File: src/rtl/swatch_pkg.sv
// Package: shared state encoding for the stopwatch run/stop controller.
// Assumes: two-bit encoding is enough for the four control states.
package swatch_pkg;

    typedef enum logic [1:0] {
        ST_STOPPED   = 2'd0,
        ST_ARM_RUN   = 2'd1,
        ST_RUNNING   = 2'd2,
        ST_ARM_STOP  = 2'd3
    } sw_state_t;

endpackage

File: src/rtl/swatch_sync.sv
// Module: swatch_sync
// Brings an asynchronous level into the clock domain through STAGES flops.
// Assumes: input is a slow mechanical level; RST_VAL is its idle value.
module swatch_sync #(
    parameter int   STAGES  = 2,
    parameter logic RST_VAL = 1'b1
) (
    input  logic clk,
    input  logic rst_n,
    input  logic d_async,
    output logic q_sync
);

    localparam int LAST = STAGES - 1;

    logic [LAST:0] chain_q;

    // Shift the raw level through the synchronizer chain.
    always_ff @(posedge clk) begin
        if (!rst_n) begin
            chain_q <= {STAGES{RST_VAL}};
        end else begin
            chain_q <= {chain_q[LAST-1:0], d_async};
        end
    end

    assign q_sync = chain_q[LAST];

endmodule

File: src/rtl/swatch_fsm.sv
// Module: swatch_fsm
// Four-state run/stop controller. A state change happens on button release.
// Clear is edge-qualified and honoured only in the stopped, released state.
// Assumes: btn_rel is already synchronous, 1 = released.
module swatch_fsm
    import swatch_pkg::*;
(
    input  logic clk,
    input  logic rst_n,
    input  logic btn_rel,
    input  logic clr_req,
    output logic cnt_en,
    output logic cnt_clr
);

    sw_state_t state_q, state_d;
    logic      clr_prev_q;
    logic      clr_q;
    logic      clr_edge;

    // Next-state decode: enter arm states on press, leave them on release.
    always_comb begin
        state_d = state_q;
        unique case (state_q)
            ST_STOPPED:  if (!btn_rel) state_d = ST_ARM_RUN;
            ST_ARM_RUN:  if (btn_rel)  state_d = ST_RUNNING;
            ST_RUNNING:  if (!btn_rel) state_d = ST_ARM_STOP;
            ST_ARM_STOP: if (btn_rel)  state_d = ST_STOPPED;
            default:                   state_d = ST_STOPPED;
        endcase
    end

    // State register.
    always_ff @(posedge clk) begin
        if (!rst_n) state_q <= ST_STOPPED;
        else        state_q <= state_d;
    end

    assign clr_edge = clr_req && !clr_prev_q;

    // Clear pulse: forced by reset, then one cycle per qualified request edge.
    always_ff @(posedge clk) begin
        if (!rst_n) begin
            clr_prev_q <= 1'b0;
            clr_q      <= 1'b1;
        end else begin
            clr_prev_q <= clr_req;
            clr_q      <= clr_edge && (state_q == ST_STOPPED) && btn_rel;
        end
    end

    // Counting continues through the stop-arm state until release.
    assign cnt_en  = (state_q == ST_RUNNING) || (state_q == ST_ARM_STOP);
    assign cnt_clr = clr_q;

    // counting starts only after the synchronized button was seen released.
    p_start_on_release_r2: assert property (@(posedge clk) disable iff (!rst_n)
        $rose(cnt_en) |-> $past(btn_rel))
        else $error("p_start_on_release_r2");

    // a press while running keeps the watch counting.
    p_hold_counts_r3: assert property (@(posedge clk) disable iff (!rst_n)
        (state_q == ST_RUNNING) |=> cnt_en)
        else $error("p_hold_counts_r3");

    // the stopped state can only be left toward the run-arm state.
    p_legal_exit_r4: assert property (@(posedge clk) disable iff (!rst_n)
        (state_q == ST_STOPPED) |=> (state_q inside {ST_STOPPED, ST_ARM_RUN}))
        else $error("p_legal_exit_r4");

    // a request-driven clear lasts exactly one cycle.
    p_clr_one_cycle_r5: assert property (@(posedge clk) disable iff (!rst_n)
        (cnt_clr && $past(rst_n)) |=> !cnt_clr)
        else $error("p_clr_one_cycle_r5");

    // a clear pulse is always preceded by the stopped state.
    p_clr_from_stop_r6: assert property (@(posedge clk) disable iff (!rst_n)
        cnt_clr |-> ($past(state_q) == ST_STOPPED))
        else $error("p_clr_from_stop_r6");

    // clear and enable never overlap.
    p_no_clr_running_r7: assert property (@(posedge clk) disable iff (!rst_n)
        cnt_en |-> !cnt_clr)
        else $error("p_no_clr_running_r7");

endmodule

File: src/rtl/swatch_ctrl.sv
// Module: swatch_ctrl (top)
// Run/stop and clear control for a stopwatch counter chain.
// Assumes: btn_n is a raw active-low button; clr_req is synchronous.
module swatch_ctrl #(
    parameter int SYNC_STAGES = 2
) (
    input  logic clk,
    input  logic rst_n,
    input  logic btn_n,
    input  logic clr_req,
    output logic cnt_en,
    output logic cnt_clr
);

    logic btn_rel_s;

    swatch_sync #(
        .STAGES  (SYNC_STAGES),
        .RST_VAL (1'b1)
    ) u_sync (
        .clk     (clk),
        .rst_n   (rst_n),
        .d_async (btn_n),
        .q_sync  (btn_rel_s)
    );

    swatch_fsm u_fsm (
        .clk     (clk),
        .rst_n   (rst_n),
        .btn_rel (btn_rel_s),
        .clr_req (clr_req),
        .cnt_en  (cnt_en),
        .cnt_clr (cnt_clr)
    );

    // while reset is held the counters are cleared and stopped.
    p_reset_state_r1: assert property (@(posedge clk)
        !rst_n |=> (cnt_clr && !cnt_en))
        else $error("p_reset_state_r1");

endmodule

File: config.mk
export PLATFORM = sky130hd
export DESIGN_NAME = swatch_ctrl
export DESIGN_NICKNAME = d
export VERILOG_FILES = /design/src/rtl/swatch_pkg.sv /design/src/rtl/swatch_sync.sv /design/src/rtl/swatch_fsm.sv /design/src/rtl/swatch_ctrl.sv
export SDC_FILE = /design/constraint.sdc
export NUM_CORES = 1
export LEC_CHECK = 0
export ABC_AREA = 1
export CAP_MARGIN = 20
export CORE_AREA = 4 4 41 43
export DETAILED_ROUTE_END_ITERATION = 7
export DIE_AREA = 0 0 45 47
export SYNTH_ARGS = -nofsm -noshare
export SYNTH_HDL_FRONTEND = slang
export SYNTH_SLANG_ARGS = --single-unit
File: constraint.sdc
create_clock -name clk -period 1.1 [get_ports clk]
set_clock_uncertainty 0.05 [all_clocks]
set_input_delay 0.11 -clock clk [delete_from_list [all_inputs] [get_ports clk]]
set_output_delay 0.11 -clock clk [all_outputs]
set_load 0.05 [all_outputs]
* Word-level counts from Yosys, hierarchy flattened
Index checks and enable logic that the tools add are counted.
** Storage, ports and cells
- Flip-flop bits (word level) :: 6
- Latch bits :: 0
- RAM bits :: 0
- ROM bits :: 0
- Input bits :: 4
- Word-level logic and storage cells :: 23
- Memories kept :: 0
** Cells by class
- $add $sub $neg :: 0
- Multipliers :: 0
- Div/mod/pow operators :: 0
- $lt $le $gt $ge :: 0
- Equal/unequal tests :: 7
- Shift operators :: 0
- Mux-type cells :: 5
- Bitwise logic cells :: 0
- Reductions and logical operators :: 7
** Operators with widths (count)
- 2-bit two-way mux :: 4
- 2-bit inequality test, second input constant :: 4
- 2-bit case mux with 4 select lines :: 1
- 2-bit equality test, second input constant :: 2
- 4-bit AND reduction :: 1
- 1-bit logical AND :: 3
- 2-bit by 1-bit equality test with 1-bit output, second input constant :: 1
- 2-bit zero test :: 1
- 1-bit zero test :: 1
- 1-bit logical OR :: 1

* Depth between registers and ports, before layout
- Depth in word-level cells :: 4
- Mapped depth :: 7
- Gate-level depth less buffers :: 7

* Hierarchy
A second synthesis with hierarchy kept.
** Second synthesis, totals
- Cells, all modules :: 35
- Area total of the unflattened synthesis :: 301.5 um^2
** By module, submodules not included
- swatch_fsm :: times used 1, cells an instance 29, area an instance 246.5 um^2
- swatch_sync :: times used 1, cells an instance 6, area an instance 55.1 um^2

* Least setup slack after synthesis
Ideal clock, no wire load.
- Path kind :: register to output
- Start point :: register u_fsm.state_q[0]
- End point :: output cnt_en
- Data arrival time :: 1017 ps
- Data required time :: 940 ps
- Slack :: -77 ps
- Cell stages (with the launch flop) :: 4
- Path buffers :: 0
- Cells stage by stage :: dfxtp_1 > inv_1 > ha_1 > or2_2
** On the way
- Cells in the longest elaborated chain, start to end :: 2
- Elaborated cells on any way between the ends :: 3
** Ends and longest elaborated chain
- start: declaration :: line swatch_fsm.sv:16 : sw_state_t state_q, state_d;
- start signal: assignment :: line swatch_fsm.sv:36 : else state_q <= state_d;
- 2-bit equality test :: line swatch_fsm.sv:53 : assign cnt_en = (state_q == ST_RUNNING) || (state_q == ST_ARM_STOP);
- 1-bit logical OR (*) :: line swatch_fsm.sv:53
- end: declaration :: line swatch_ctrl.sv:11 : output logic cnt_en,
Every way passes the cells marked *; elsewhere a longest branch is shown, timed or not.

* Final worst setup path
- Start point :: register u_fsm.state_q[1]
- End point :: output cnt_en
Same word-level chain as after synthesis.

==> run metrics <==
status finished with violations; violated checks negative setup slack; Reg2Reg Setup Slack -0.15 ns; io pins 6; Slew Limit Headroom 0.894; DRT iter0 DRCs 0; Core Region between 1000 and 1500 um^2; Worst-path clk slew 0.04 ns; final-report hold violation count 0; sequential share of the synthesized area 0.421; CP Max Fanout 3; peak supply drop roughly 0.00063 V; port buffer count 5; CP max stage cell dfxtp_2; Synth warnings 0; area share of the largest cell type after synthesis 0.421; Slew @ Worst Pin 0.159 ns; Synth cell types 12; Max Clk Rate between 700 and 800 MHz; initial core utilization 0.219; drc violations 0; class of the most critical setup path reg2out; die extent in x 45 um; Max Cap Viol 0; gpl congestion roughly 0.62; total wire length approximately 540 um; Synth Register Bits 6; CTS Buf Count 3; DP HPWL 361 um; Worst EP arrival 1.16 ns; CTS tree built; gate count of the mapped netlist 33; pre-CTS setup slack -0.0757 ns; RSZ-0062 raised after global routing yes; setup violators final 3; Syn Area/Cell 8.64 um^2; Worst-Skew Late Latency approximately 0.24 ns; Clock Sinks 6; Setup crit end kind primary output; Yosys top cell by area dfxtp_1; pin count of the biggest net entering global routing 4; drt wl/cell between 8 and 9 um; most frequent cells in the layout 7 x buf_4, 4 x inv_1, 4 x dfxtp_1; Die Y-Extent between 40 and 50 um; Fin Setup TNS -0.476 ns; Worst Hold Class reg2reg; layout cells sized above 1 0.673; clk root buf clkbuf_4; # fillers 146; cells along the critical path ha_2 -> or2_4 -> buf_8; WP buf/inv 1; most common cell after layout, fill and taps aside buf_4; Final ANT Viol Nets 0; worst endpoint required time about 0.94 ns; Area contributors post-synth dfxtp_1 42%, ha_1 18%, inv_1 7.9%, or2_2 6.6%, nand3_1 5.3%; Worst setup SP type flip-flop; family with the most delay on the worst path flip-flops; antenna violations before repair 0; Tcrit/Tclk final 1.20; DIE AREA 2120 um^2; final hold slack 0.358 ns; # nets final 59; GRT Overall Usage 0.0752; worst setup margin -0.225 ns; average vias per placed instance 4.11; Max Slew Vio Count 0; via count of the routed design 263; fin crit period between 1 and 1.5 ns; Crit path largest cell delay 0.34 ns; Ant. Diodes 0; drt first pass iters 1; Max Root-Sink Buffers 2; H-tree Lvls 1; # hold bufs at CTS 0; row count 13; vias in the first global route 260; synthesized cell area ~290 um^2; global-route wire length before repair 1.02 mm; Syn-to-layout area delta 80.7%; Synthesized Nets 41; leakage power 0.232 nW; Pwr Density 1550 nW/um^2; grt ovf 0
## cell families (layout without fill, tap and decap cells)
group | Yosys count | in the layout | synth area share
and+or+nand+nor | 14 | 14 | 0.272
DFF | 6 | 6 | 0.421
buffers and inverters | 6 | 22 | 0.0789
adders and majority gates | 4 | 4 | 0.175
AOI/OAI and AO/OA | 3 | 3 | 0.0526
## report_power, final
group	switching, W	total (W)	internal, W
Combinational	0.000153	0.000336	0.000183
Clock	0.0000768	0.000200	0.000123
Sequential	0.0000215	0.000263	0.000241
Total	0.000252	0.000799	0.000547
## per-stage QoR
step,util,area [um^2],cells,power (W)
global placement,0.314,409,58,0.000507
detailed placement,0.314,409,58,0.000507
floorplan,-,295,33,0.000406
finish,0.396,515,64,0.000799
global route,0.396,515,64,0.000865
CTS,0.386,502,64,0.000805
## final timing paths
kind | from | to | cells after the start
hold reg to reg | u_sync.chain_q[0] | u_sync.chain_q[1] | 1
hold / removal | u_sync.chain_q[0] | u_sync.chain_q[1] | 1
setup reg to reg | u_fsm.state_q[0] | u_fsm.state_q[1] | 6
setup / recovery | u_fsm.state_q[1] | cnt_en | 3
## final cells by class
type / count / area, um^2 / area share
Multi-Input combinational cell: 21 / 200 / 0.388
Sequential cell: 6 / 123 / 0.238
Tap cell: 15 / 18.8 / 0.0364
Clock buffer: 3 / 22.5 / 0.0437
Timing Repair Buffer: 13 / 129 / 0.250
Inverter: 6 / 22.5 / 0.0437
## metal layers
layer | GRT usage | vias to the layer above | wire, um
met1 | 0.0753 | 118 | 217
met5 | 0 | - | 0
met4 | 0.105 | 0 | 14
met3 | 0.0230 | 2 | 40
met2 | 0.107 | 8 | 266
li1 | - | 135 | -
## registers in the layout, summed over array words and instances (netlist names)
signal and count:
u_sync.chain_q 2, u_fsm.clr_prev_q 1, u_fsm.state_q 2, u_fsm.cnt_clr 1
## what timing repair did
item,in CTS,in global routing
buffers inserted,3,0
cloned,0,0
endpoints found under the setup margin,3,4
pin swaps,5,1
resized for setup,11,3
## cells in the mapped netlist, drive strengths merged
cell,instances
a21oi,2
nand2,4
nor2,3
inv,6
nand3,4
or2,3
dfxtp,6
o21ai,1
ha,4
## worst register-to-register path: cells and delay by family, from the launching register on
kind / cells / cell delay (ns)
adder cells (fa/ha/maj): 1 / 0.17
flip-flops: 1 / 0.33
buffers and inverters: 1 / 0.14
AO/OA/AOI/OAI: 1 / 0.14
AND/OR/NAND/NOR: 3 / 0.32
(Power assumes the default switching activity.)
